[config.mk]
export PLATFORM = sky130hd
export DESIGN_NAME = uart_tx_fifo
export DESIGN_NICKNAME = d
export VERILOG_FILES = /design/src/rtl/uart_tx_pkg.sv /design/src/rtl/uart_tx_buf.sv /design/src/rtl/uart_tx_shift.sv /design/src/rtl/uart_tx_fifo.sv
export SDC_FILE = /design/constraint.sdc
export NUM_CORES = 1
export LEC_CHECK = 0
export CAP_MARGIN = 20
export CORE_MARGIN = 8
export CORE_UTILIZATION = 30
export CTS_BUF_LIST = sky130_fd_sc_hd__clkbuf_16
export CTS_CLUSTER_DIAMETER = 80
export DETAILED_ROUTE_END_ITERATION = 12
export PLACE_DENSITY_LB_ADDON = 0.08
export SYNTH_ARGS = -nofsm -noshare
export SYNTH_HDL_FRONTEND = slang
export SYNTH_SLANG_ARGS = --single-unit
[constraint.sdc]
create_clock -name clk -period 4.9 [get_ports clk]
set_input_delay 0.98 -clock clk [delete_from_list [all_inputs] [get_ports clk]]
set_output_delay 0.98 -clock clk [all_outputs]
set_load 0.01 [all_outputs]
[src/rtl/uart_tx_pkg.sv]
package uart_tx_pkg;
    typedef enum logic [2:0] {
        S_IDLE,
        S_START,
        S_DATA,
        S_PARITY,
        S_STOP
    } tx_state_t;

    typedef enum logic [1:0] {
        PAR_ODD  = 2'b00,
        PAR_EVEN = 2'b01,
        PAR_ONE  = 2'b10,
        PAR_ZERO = 2'b11
    } par_kind_t;
endpackage

[src/rtl/uart_tx_buf.sv]
module uart_tx_buf #(
    parameter int DEPTH = 64,
    parameter int W     = 8
) (
    input  logic         clk,
    input  logic         rst_n,
    input  logic         fifo_en,
    input  logic         push,
    input  logic [W-1:0] push_data,
    input  logic         pop,
    output logic [W-1:0] head,
    output logic         empty,
    output logic         full,
    output logic         drop
);
    localparam int AW = $clog2(DEPTH);
    localparam int CW = $clog2(DEPTH + 1);

    logic [W-1:0]  mem [DEPTH];
    logic [AW-1:0] wp, rp;
    logic [CW-1:0] count;
    logic [CW-1:0] cap;
    logic          do_push, do_pop;

    always_comb begin
        cap     = fifo_en ? CW'(DEPTH) : CW'(1);
        empty   = (count == '0);
        full    = (count >= cap);
        do_pop  = pop && !empty;
        do_push = push && !full;
        drop    = push && full;
        head    = mem[rp];
    end

    always_ff @(posedge clk) begin
        if (do_push) mem[wp] <= push_data;
    end

    always_ff @(posedge clk or negedge rst_n) begin
        if (!rst_n) begin
            wp    <= '0;
            rp    <= '0;
            count <= '0;
        end else begin
            if (do_push) wp <= wp + 1'b1;
            if (do_pop)  rp <= rp + 1'b1;
            unique case ({do_push, do_pop})
                2'b10:   count <= count + 1'b1;
                2'b01:   count <= count - 1'b1;
                default: count <= count;
            endcase
        end
    end

    a_r2_count_bound: assert property (@(posedge clk) disable iff (!rst_n)
        count <= CW'(DEPTH));
    a_r12_drop_keeps_count: assert property (@(posedge clk) disable iff (!rst_n)
        (push && full && !pop) |=> count == $past(count));
endmodule

[src/rtl/uart_tx_shift.sv]
module uart_tx_shift
    import uart_tx_pkg::*;
#(
    parameter int OVS = 16,
    parameter int W   = 8
) (
    input  logic         clk,
    input  logic         rst_n,
    input  logic         tick,
    input  logic         os8,
    input  logic [1:0]   data_len,
    input  logic         par_en,
    input  logic [1:0]   par_sel,
    input  logic         stop2,
    input  logic         avail,
    input  logic [W-1:0] head,
    output logic         pop,
    output logic         txd,
    output logic         busy
);
    localparam int TW = $clog2(OVS);
    localparam int BW = $clog2(W);

    tx_state_t      state, nxt;
    logic [TW-1:0]  tcnt, tlast;
    logic [W-1:0]   sh;
    logic [BW-1:0]  bidx, blast;
    logic           sidx;
    logic           par_bit, par_calc;
    logic           bit_done;
    logic [W-1:0]   mask;

    always_comb begin
        tlast    = os8 ? TW'(OVS / 2 - 1) : TW'(OVS - 1);
        bit_done = tick && (tcnt == tlast);
        blast    = BW'(4) + BW'(data_len);
        mask     = {W{1'b1}} >> (2'd3 - data_len);
        unique case (par_kind_t'(par_sel))
            PAR_ODD:  par_calc = ~^(head & mask);
            PAR_EVEN: par_calc = ^(head & mask);
            PAR_ONE:  par_calc = 1'b1;
            PAR_ZERO: par_calc = 1'b0;
        endcase
    end

    always_comb begin
        nxt = state;
        unique case (state)
            S_IDLE:   if (avail) nxt = S_START;
            S_START:  if (bit_done) nxt = S_DATA;
            S_DATA:   if (bit_done && bidx == blast) nxt = par_en ? S_PARITY : S_STOP;
            S_PARITY: if (bit_done) nxt = S_STOP;
            S_STOP:   if (bit_done && (!stop2 || sidx)) nxt = S_IDLE;
        endcase
    end

    always_ff @(posedge clk or negedge rst_n) begin
        if (!rst_n) begin
            state   <= S_IDLE;
            tcnt    <= '0;
            sh      <= '0;
            bidx    <= '0;
            sidx    <= 1'b0;
            par_bit <= 1'b0;
        end else begin
            state <= nxt;
            if (state == S_IDLE) tcnt <= '0;
            else if (tick)       tcnt <= bit_done ? '0 : tcnt + 1'b1;
            if (pop) begin
                sh      <= head;
                bidx    <= '0;
                sidx    <= 1'b0;
                par_bit <= par_calc;
            end else if (bit_done && state == S_DATA) begin
                sh   <= sh >> 1;
                bidx <= bidx + 1'b1;
            end
            if (bit_done && state == S_STOP) sidx <= 1'b1;
        end
    end

    always_comb begin
        pop  = 1'b0;
        txd  = 1'b1;
        busy = 1'b1;
        unique case (state)
            S_IDLE:   begin pop = avail; busy = 1'b0; end
            S_START:  txd = 1'b0;
            S_DATA:   txd = sh[0];
            S_PARITY: txd = par_bit;
            S_STOP:   txd = 1'b1;
        endcase
    end

    a_r4_pop_starts_frame: assert property (@(posedge clk) disable iff (!rst_n)
        pop |=> (state == S_START) && !txd);
    a_r7_no_strobe_no_move: assert property (@(posedge clk) disable iff (!rst_n)
        (!tick && state != S_IDLE) |=> state == $past(state));
endmodule

[src/rtl/uart_tx_fifo.sv]
module uart_tx_fifo #(
    parameter int DEPTH = 64,
    parameter int OVS   = 16
) (
    input  logic       clk,
    input  logic       rst_n,
    input  logic       tick,
    input  logic       os8_mode,
    input  logic       fifo_en,
    input  logic [1:0] data_len,
    input  logic       parity_en,
    input  logic [1:0] parity_sel,
    input  logic       stop2,
    input  logic       irq_en,
    input  logic       wr_en,
    input  logic [7:0] wr_data,
    input  logic       irq_ack,
    output logic       txd,
    output logic       hold_empty,
    output logic       shift_empty,
    output logic       irq,
    output logic       overflow
);
    localparam int W = 8;

    logic [W-1:0] head;
    logic         empty, full, drop, pop, busy;
    logic         he_q, pend;

    uart_tx_buf #(.DEPTH(DEPTH), .W(W)) u_buf (
        .clk(clk), .rst_n(rst_n), .fifo_en(fifo_en),
        .push(wr_en), .push_data(wr_data), .pop(pop),
        .head(head), .empty(empty), .full(full), .drop(drop)
    );

    uart_tx_shift #(.OVS(OVS), .W(W)) u_shift (
        .clk(clk), .rst_n(rst_n), .tick(tick), .os8(os8_mode),
        .data_len(data_len), .par_en(parity_en), .par_sel(parity_sel),
        .stop2(stop2), .avail(!empty), .head(head),
        .pop(pop), .txd(txd), .busy(busy)
    );

    always_comb begin
        hold_empty  = empty;
        shift_empty = empty && !busy;
        irq         = pend && irq_en;
    end

    always_ff @(posedge clk or negedge rst_n) begin
        if (!rst_n) begin
            he_q     <= 1'b1;
            pend     <= 1'b0;
            overflow <= 1'b0;
        end else begin
            he_q <= hold_empty;
            if (wr_en || (irq_ack && hold_empty)) pend <= 1'b0;
            else if (hold_empty && !he_q)         pend <= 1'b1;
            if (drop) overflow <= 1'b1;
        end
    end

    a_r1_line_high_when_empty: assert property (@(posedge clk) disable iff (!rst_n)
        shift_empty |-> txd);
    a_r9_shift_after_hold: assert property (@(posedge clk) disable iff (!rst_n)
        shift_empty |-> hold_empty);
    a_r11_write_clears_irq: assert property (@(posedge clk) disable iff (!rst_n)
        wr_en |=> !irq);
    a_r12_overflow_sticky: assert property (@(posedge clk) disable iff (!rst_n)
        overflow |=> overflow);
endmodule

==> metrics.csv, run 1 <==
metric,value,unit
n_antenna_cell,0,
synth_top_cell_by_area,edfxtp_1,
num_rows,100,
ir_drop,0.445,mV
outcome,finished clean,
start_util,30.1,%
synth_edf_count,512,
p_int,10.1,mW
nets,1369,
num-fill-cells,7013,
clockRootBuffer,clkbuf_16,
antenna_found_initial,2,
dp_cells,2238,
routedWlPerCell,25.3,um
ant_nets,0,
clock_power_share,32.4,%
cap_violations,0,
finalPower,14.8,mW
drv_slew,0,
layout_commonest_cell,edfxtp_1,
final_cells,2357,
worstPathRequired,5.41,ns
postSynthCellCount,1200,
clk_path_buf_depth,3,
gr-usage-all-layers,14.4,%
critPathCaptureType,register,
worstSetupPathType,register to register,
ys_warn_count,0,
placed_cell_area,24300,sq um
routed_wl,59500,um
path_clk_slew,0.06,ns
crit_fanout,5,
finalCritPeriodShare,82.7,%
p_switching,4.69,mW
fin_util,35.6,%
final_area,26400,sq um
synth-seq-cells,554,
async_flop_share,7.58,%
critPathSlowestCell,or3b_2,
grt_pass1_wl,87200,um
tightest_slew,1.01,ns
drt-initial-drc-count,789,
ys_seq_area_share,73.6,%
cp.buffers_inverters,1,
crit_family,simple AND/OR/NAND/NOR gates,
via_per_inst,4.85,
cts_hold_buf,0,
cts_made_buffers,67,
skew,0.00855,ns
syn_nets,1231,
fin_setup_tns,0,ns
num_vias,11400,
hold_path.class,input pin to asynchronous set/reset pin,
max_freq,247,MHz
remaining_drc_errors,0,
cp_common_cell,a21oi_1,
drive_above_1_share,24.1,%
cts_htree_levels,3,
syn_avg_cell_area,18.6,sq um
grt_max_degree,70,
worstPathArrival,4.56,ns
postCtsSetupRepairBufs,0,
finalSetupViolCount,0,
fin_crit,4.05,ns
cts_sinks,554,
hpwl,36200,um
grt_overflow_total,0,
die_h,289,um
cts_tree,yes,
area_growth,18.2,%
clkLatencyLatePin,0.58,ns
critPathLaunchType,register,
cp_cell_sequence,or2_2 -> or4_1 -> or3b_2 -> a21oi_1 -> and2_1 -> inv_1 -> ha_1 -> xor2_1 -> ha_1 -> a22o_1 -> a22o_1 -> nor2_1 -> a21oi_1 -> o22ai_1 -> nand2b_1 -> a21oi_1 -> xor2_1,
die_width,289,um
grt_pass1_vias,11900,
die-area,83400,sq um
port_buffers,26,
p_leak,8.79,nW
synth_area,22300,sq um
ys_types,60,
comb_power_share,29.2,%
synth_top_area_share,68.9,%
finalWeightedCongestion,0.756,
ys.flop_type,edfxtp_1,
cpPeakStageDelay,0.47,ns
power_density,560,nW/um^2
cts_resized,0,
layout_common_cells,"edfxtp_1, buf_4, mux4_2",
core_area,74100,sq um
first_pass_iters,5,
rsz0062_at_grt,no,
swShare,31.7,%
pwr-share-seq,38.5,%
timing.slew.headroom,32.5,%
num_io_pins,27,
hold_violations,0,
synth.area.top_cells,"edfxtp_1, mux4_2, dfrtp_1, mux2i_1, nor2_1",
logic make-up (layout without fill, tap and decap cells):
kind of cell / count (synthesis) / in the layout / share of synthesized area [%]
adder cells (fa/ha/maj): 9 / 9 / 0.505
XOR/XNOR: 28 / 28 / 1.19
flip-flops: 554 / 554 / 73.6
multiplexers: 186 / 186 / 14.1
buffers and inverters: 81 / 269 / 1.97
AND/OR/NAND/NOR: 205 / 205 / 4.30
AO/OA/AOI/OAI: 137 / 137 / 4.29
stage by stage:
stage               hold WS (ns)  setup slack [ns]
floorplan                  0.457             0.585
global placement           0.483             0.271
detailed placement         0.484             0.296
CTS                        0.261             0.807
global route               0.275             0.593
finish                     0.284             0.847
worst paths after layout:
| kind | start | end | slack (ns) | cells past startpoint |
|---|---|---|---|---|
| min in group clk | overflow$_DFFE_PN0P_ | overflow$_DFFE_PN0P_ | 0.50 | 1 |
| max in group asynchronous | rst_n | u_buf.rp[0]$_DFFE_PN0P_ | 3.81 | 2 |
| min | rst_n | pend$_DFFE_PN0P_ | 0.28 | 1 |
| min reg2reg | overflow$_DFFE_PN0P_ | overflow$_DFFE_PN0P_ | 0.50 | 1 |
| max reg2reg | u_buf.count[1]$_DFFE_PN0P_ | u_buf.count[6]$_DFFE_PN0P_ | 0.85 | 17 |
| max | u_buf.count[1]$_DFFE_PN0P_ | u_buf.count[6]$_DFFE_PN0P_ | 0.85 | 17 |
sequential cells by signal (all words and copies together) (netlist names):
signal           flops
overflow             1
u_shift.sh           8
pend                 1
u_buf.wp             6
u_shift.state        3
u_shift.bidx         3
he_q                 1
u_buf.mem          512
u_shift.sidx         1
u_buf.count          7
u_buf.rp             6
u_shift.par_bit      1
u_shift.tcnt         4
final cells by class:
| type | count | area, sq um | share of cell area [%] |
|---|---|---|---|
| Clock buffer | 73 | 1830 | 6.93 |
| Clock inverter | 46 | 289 | 1.10 |
| Inverter | 11 | 41.3 | 0.157 |
| Multi-Input combinational cell | 565 | 5450 | 20.7 |
| Sequential cell | 554 | 16400 | 62.3 |
| Tap cell | 969 | 1210 | 4.60 |
| Timing Repair Buffer | 139 | 1110 | 4.22 |
Yosys cell counts (4+ instances only):
master	number
edfxtp_1	512
mux4_2	103
nor2_1	90
mux2i_1	81
nand2_1	44
dfrtp_1	41
o21ai_0	31
clkbuf_1	30
a221oi_1	24
a21oi_1	17
buf_2	17
xnor2_1	14
a211oi_1	13
and2_1	12
o22ai_1	12
xor2_1	12
inv_1	10
nand3b_1	10
o221ai_1	10
buf_6	9
ha_1	9
nand3_1	9
nand2b_1	8
a22oi_1	7
buf_1	7
or2_2	7
buf_4	5
a311oi_1	4
nor2b_1	4
nor3_1	4
power by group through the flow:
stage	Clock, mW	Sequential [mW]	Combinational (mW)
detailed placement	0	5.79	4.42
global placement	0	5.79	4.42
floorplan	0	5.56	3.12
finish	4.78	5.69	4.31
global route	5.09	5.73	4.67
CTS	4.94	5.70	4.43
routing by layer:
layer / wire length [um] / share of wire (%) / up-vias / global-route usage, %
li1: - / - / 5102 / -
met1: 28300 / 47 / 6051 / 20.4
met2: 28100 / 47 / 211 / 23.1
met3: 2160 / 3.6 / 76 / 2.54
met4: 998 / 1.7 / 0 / 3.29
met5: 0 / 0 / - / 0
Note: power is estimated with default switching activity, not from simulation.
==> run 2: changes to the inputs <==
- clock period: 4.9 -> 3.75 ns (I/O delays scaled with it)
==> metrics.csv, run 2 (synthesis gave the netlist of run 1 again) <==
metric,value,unit
grt_pass1_wl,85900,um
cts_tree,yes,
finalPower,20.0,mW
first_pass_iters,6,
port_buffers,26,
hpwl,37800,um
ant_nets,0,
finalCritPeriodShare,96.3,%
finalSetupViolCount,0,
swShare,31.1,%
remaining_drc_errors,0,
gr-usage-all-layers,14.3,%
clock_power_share,30.8,%
layout_commonest_cell,edfxtp_1,
die-area,83400,sq um
path_clk_slew,0.06,ns
p_int,13.8,mW
critPathLaunchType,register,
critPathSlowestCell,dfrtp_4,
num_rows,100,
pwr-share-seq,36.7,%
timing.slew.headroom,35.6,%
cts_sinks,554,
skew,0.0167,ns
area_growth,21.4,%
p_switching,6.22,mW
tightest_slew,0.966,ns
clk_path_buf_depth,3,
grt_max_degree,65,
fin_util,36.6,%
drive_above_1_share,28.7,%
routedWlPerCell,24.6,um
final.setup.worst_slack,0.138,ns
cp_cell_sequence,buf_12 -> buf_4 -> mux4_2 -> and2_1 -> a211oi_1 -> a311oi_2 -> or2_1 -> or4_1 -> a31oi_1 -> o21ai_0 -> nand3_1,
grt_overflow_total,0,
power_density,739,nW/um^2
drt-initial-drc-count,666,
p_leak,9.18,nW
cpPeakStageDelay,0.57,ns
die_width,289,um
grt_pass1_vias,12100,
routed_wl,59600,um
critPathCaptureType,register,
cap_violations,0,
registers.top_by_ff_count,u_buf.mem,
top_regs,"u_buf.mem x512, u_shift.sh x8, u_buf.count x7",
crit_fanout,10,
antenna_found_initial,2,
fin_crit,3.61,ns
worstPathRequired,4.30,ns
die_h,289,um
nets,1436,
cts_hold_buf,0,
start_util,30.1,%
worstPathArrival,4.16,ns
outcome,finished clean,
via_per_inst,4.80,
max_freq,277,MHz
comb_power_share,32.5,%
worstSetupPathType,register to register,
largest_register_ffs,512,
num_io_pins,27,
clkLatencyLatePin,0.62,ns
core_area,74100,sq um
finalWeightedCongestion,0.735,
pre_cts_ws,-0.192,ns
drv_slew,0,
cts_htree_levels,2,
num_vias,11600,
layout_common_cells,"edfxtp_1, buf_4, mux4_2",
hold_violations,0,
clockRootBuffer,clkbuf_16,
reg2regPathDepth,11,
cts_made_buffers,61,
whs,0.192,ns
hold_path.class,input pin to asynchronous set/reset pin,
ir_drop,0.418,mV
## run 2: cell count changes in the layout (fill, tap and decap cells not counted), moves of 5 or more
cell       change
buf_12        +11
buf_4         +62
bufinv_16      +7
clkbuf_16     -10
clkinv_1       +5
inv_1         -11
## run 2: per-stage QoR
step / TNS [ns] / cell area, sq um / std cells
global placement: -0.312 / 24900 / 2302
floorplan: 0 / 22400 / 1200
CTS: 0 / 27000 / 2422
global route: -0.0698 / 27100 / 2424
detailed placement: -0.401 / 24900 / 2303
finish: 0 / 27100 / 2425
## run 2: layout make-up
class                           instances  area (sq um)
Timing Repair Buffer                  212          1810
Tap cell                              969          1210
Inverter                               11          41.3
Antenna cell                            1          2.50
Sequential cell                       554         16400
Clock inverter                         50           497
Clock buffer                           63          1580
Fill cell                            6913         47000
Multi-Input combinational cell        565          5520
## run 2: worst paths after layout
path | from | to | slack [ns]
max in group asynchronous | rst_n | u_buf.rp[0]$_DFFE_PN0P_ | 2.83
min in group clk | overflow$_DFFE_PN0P_ | overflow$_DFFE_PN0P_ | 0.48
setup reg to reg | u_buf.rp[0]$_DFFE_PN0P_ | u_shift.par_bit$_DFFE_PN0N_ | 0.14
hold reg to reg | overflow$_DFFE_PN0P_ | overflow$_DFFE_PN0P_ | 0.48
hold / removal | rst_n | u_buf.count[5]$_DFFE_PN0P_ | 0.19
setup / recovery | u_buf.rp[0]$_DFFE_PN0P_ | u_shift.par_bit$_DFFE_PN0N_ | 0.14
## run 2: layer usage
metal  wire length, um  vias to the layer above  global-route usage, %
li1                  -                     5252                      -
met1             28200                     6088                   20.3
met2             27700                      216                   22.7
met3              2360                       82                   2.23
met4              1360                        0                   3.73
met5                 0                        -                      0
## run 2: repair_timing
action | CTS | global route
pin swaps | 0 | 9
buffers inserted | 6 | 2
endpoints found under the setup margin | 1 | 2
gates resized for setup | 0 | 11
## run 2: power groups by stage
stage	Combinational, mW	Clock, mW	Sequential, mW
final	6.52	6.16	7.35
after CTS	6.60	6.36	7.35
after detailed placement	6.46	0	7.51
after global routing	7.01	6.57	7.38
after global placement	6.46	0	7.51
after floorplan	4.11	0	7.27
## run 2: critical path: cells and delay by family, from the launching register on
kind            cells  cell delay, ns
simple gates        4            1.13
buf+inv             2            0.33
compound gates      4            1.00
flops               1            0.57
mux                 1            0.53
==> run 3: changes to the inputs <==
- ABC_AREA: not set -> 0
- CTS_CLUSTER_SIZE: not set -> 12
==> metrics.csv, run 3 (synthesis gave the netlist of run 1 again) <==
metric,value,unit
finalCritPeriodShare,95.8,%
comb_power_share,35.0,%
timing.slew.headroom,36.9,%
finalWeightedCongestion,0.735,
antenna_found_initial,3,
swShare,32.3,%
grt_max_degree,65,
clock_power_share,25.5,%
via_per_inst,4.85,
skew,0.0205,ns
die_width,289,um
final.setup.worst_slack,0.158,ns
num_io_pins,27,
clkLatencyLatePin,0.60,ns
largest_register_ffs,512,
pwr-share-seq,39.5,%
num_rows,100,
ir_drop,0.375,mV
first_pass_iters,5,
cts_htree_levels,2,
remaining_drc_errors,0,
outcome,finished clean,
grt_pass1_vias,11900,
cts_made_buffers,53,
cts_sinks,554,
p_leak,8.92,nW
reg2regPathDepth,17,
path_clk_slew,0.06,ns
clk_path_buf_depth,3,
port_buffers,26,
layout_commonest_cell,edfxtp_1,
start_util,30.1,%
clockRootBuffer,clkbuf_16,
core_area,74100,sq um
fin_crit,3.59,ns
hold_violations,0,
drt-initial-drc-count,674,
num_vias,11600,
crit_fanout,3,
registers.top_by_ff_count,u_buf.mem,
worstPathArrival,4.10,ns
grt_pass1_wl,85800,um
hpwl,37800,um
cap_violations,0,
p_switching,6.00,mW
layout_common_cells,"edfxtp_1, buf_4, mux4_2",
die_h,289,um
worstSetupPathType,register to register,
routed_wl,59600,um
rsz0062_at_grt,yes,
grt_overflow_total,0,
cts_tree,yes,
critPathLaunchType,register,
routedWlPerCell,24.9,um
max_freq,278,MHz
r2r-start,u_buf.count[2]$_DFFE_PN0P_,
drive_above_1_share,27.2,%
finalPower,18.6,mW
nets,1428,
p_int,12.6,mW
critPathCaptureType,register,
tightest_slew,0.947,ns
worstPathRequired,4.26,ns
area_growth,18.5,%
pre_cts_ws,-0.192,ns
drv_slew,0,
die-area,83400,sq um
crit_start,u_buf.count[2]$_DFFE_PN0P_,
finalSetupViolCount,0,
hold_path.class,input pin to asynchronous set/reset pin,
power_density,703,nW/um^2
gr-usage-all-layers,14.3,%
top_regs,"u_buf.mem x512, u_shift.sh x8, u_buf.count x7",
ant_nets,0,
## run 3: cell count changes in the layout (fill, tap and decap cells not counted), sizes merged
cell      delta
bufinv      -10
clkbuf      -10
clkinv      -25
clkinvlp     -4
diode        +1
inv         +12
## run 3: per-layer routing
metal  routed length [um]  vias up  GRT usage (%)
li1                     -     5212              -
met1                28200     6095           20.2
met2                27800      212           22.9
met3                 2300       73           2.17
met4                 1280        0           3.53
met5                    0        -              0
## run 3: metrics by stage
| step | setup TNS [ns] | instance area [sq um] | utilization, % | instances | hold slack [ns] |
|---|---|---|---|---|---|
| 6_report | 0 | 26500 | 35.7 | 2389 | 0.218 |
| 5_1_grt | -0.0743 | 26400 | 35.7 | 2387 | 0.238 |
| 4_1_cts | 0 | 26400 | 35.6 | 2385 | 0.208 |
| 3_5_place_dp | -0.401 | 24900 | 33.6 | 2303 | 0.464 |
| 3_3_place_gp | -0.312 | 24900 | 33.6 | 2302 | 0.463 |
| 2_1_floorplan | 0 | 22400 | - | 1200 | 0.454 |
## run 3: area by class of cell
type	instances	area, sq um
diodes	2	5.00
clock buffers	53	1330
clock inverters	23	98.8
fillers	6965	47600
inverters	11	43.8
multi-input cells	565	5520
flip-flops and latches	554	16400
well taps	969	1210
repair buffers	212	1810
## run 3: worst max-delay path, cell delays in order (launching register included)
cell and delay, ns:
dfrtp_1 0.38, or2_4 0.26, or4_4 0.55, or3b_4 0.40, a21oi_4 0.16, and2_4 0.17, inv_4 0.04, ha_4 0.15
xor2_1 0.14, ha_2 0.18, a22o_1 0.18, a22o_1 0.26, nor2_1 0.11, a21oi_1 0.05, o22ai_1 0.10, nand2b_1 0.08
a21oi_2 0.15, xor2_1 0.16
## run 3: final timing paths
check,slack [ns],to
max,0.16,u_buf.count[6]$_DFFE_PN0P_
max reg2reg,0.16,u_buf.count[6]$_DFFE_PN0P_
min reg2reg,0.49,overflow$_DFFE_PN0P_
min,0.22,u_buf.count[3]$_DFFE_PN0P_
min in group clk,0.49,overflow$_DFFE_PN0P_
max in group asynchronous,2.80,u_buf.rp[1]$_DFFE_PN0P_
## run 3: power groups by stage
stage	registers, mW	clock network [mW]	logic, mW
3_3_place_gp	7.51	0	6.46
4_1_cts	7.34	4.94	6.59
5_1_grt	7.38	5.12	7.02
6_report	7.35	4.75	6.50
3_5_place_dp	7.51	0	6.46
2_1_floorplan	7.27	0	4.11
## run 3: repair_timing
item	4_1_cts	5_1_grt
pin swaps	0	9
buffers inserted	6	2
gates resized for setup	0	12
hold buffers	0	0
setup endpoints to repair	1	2
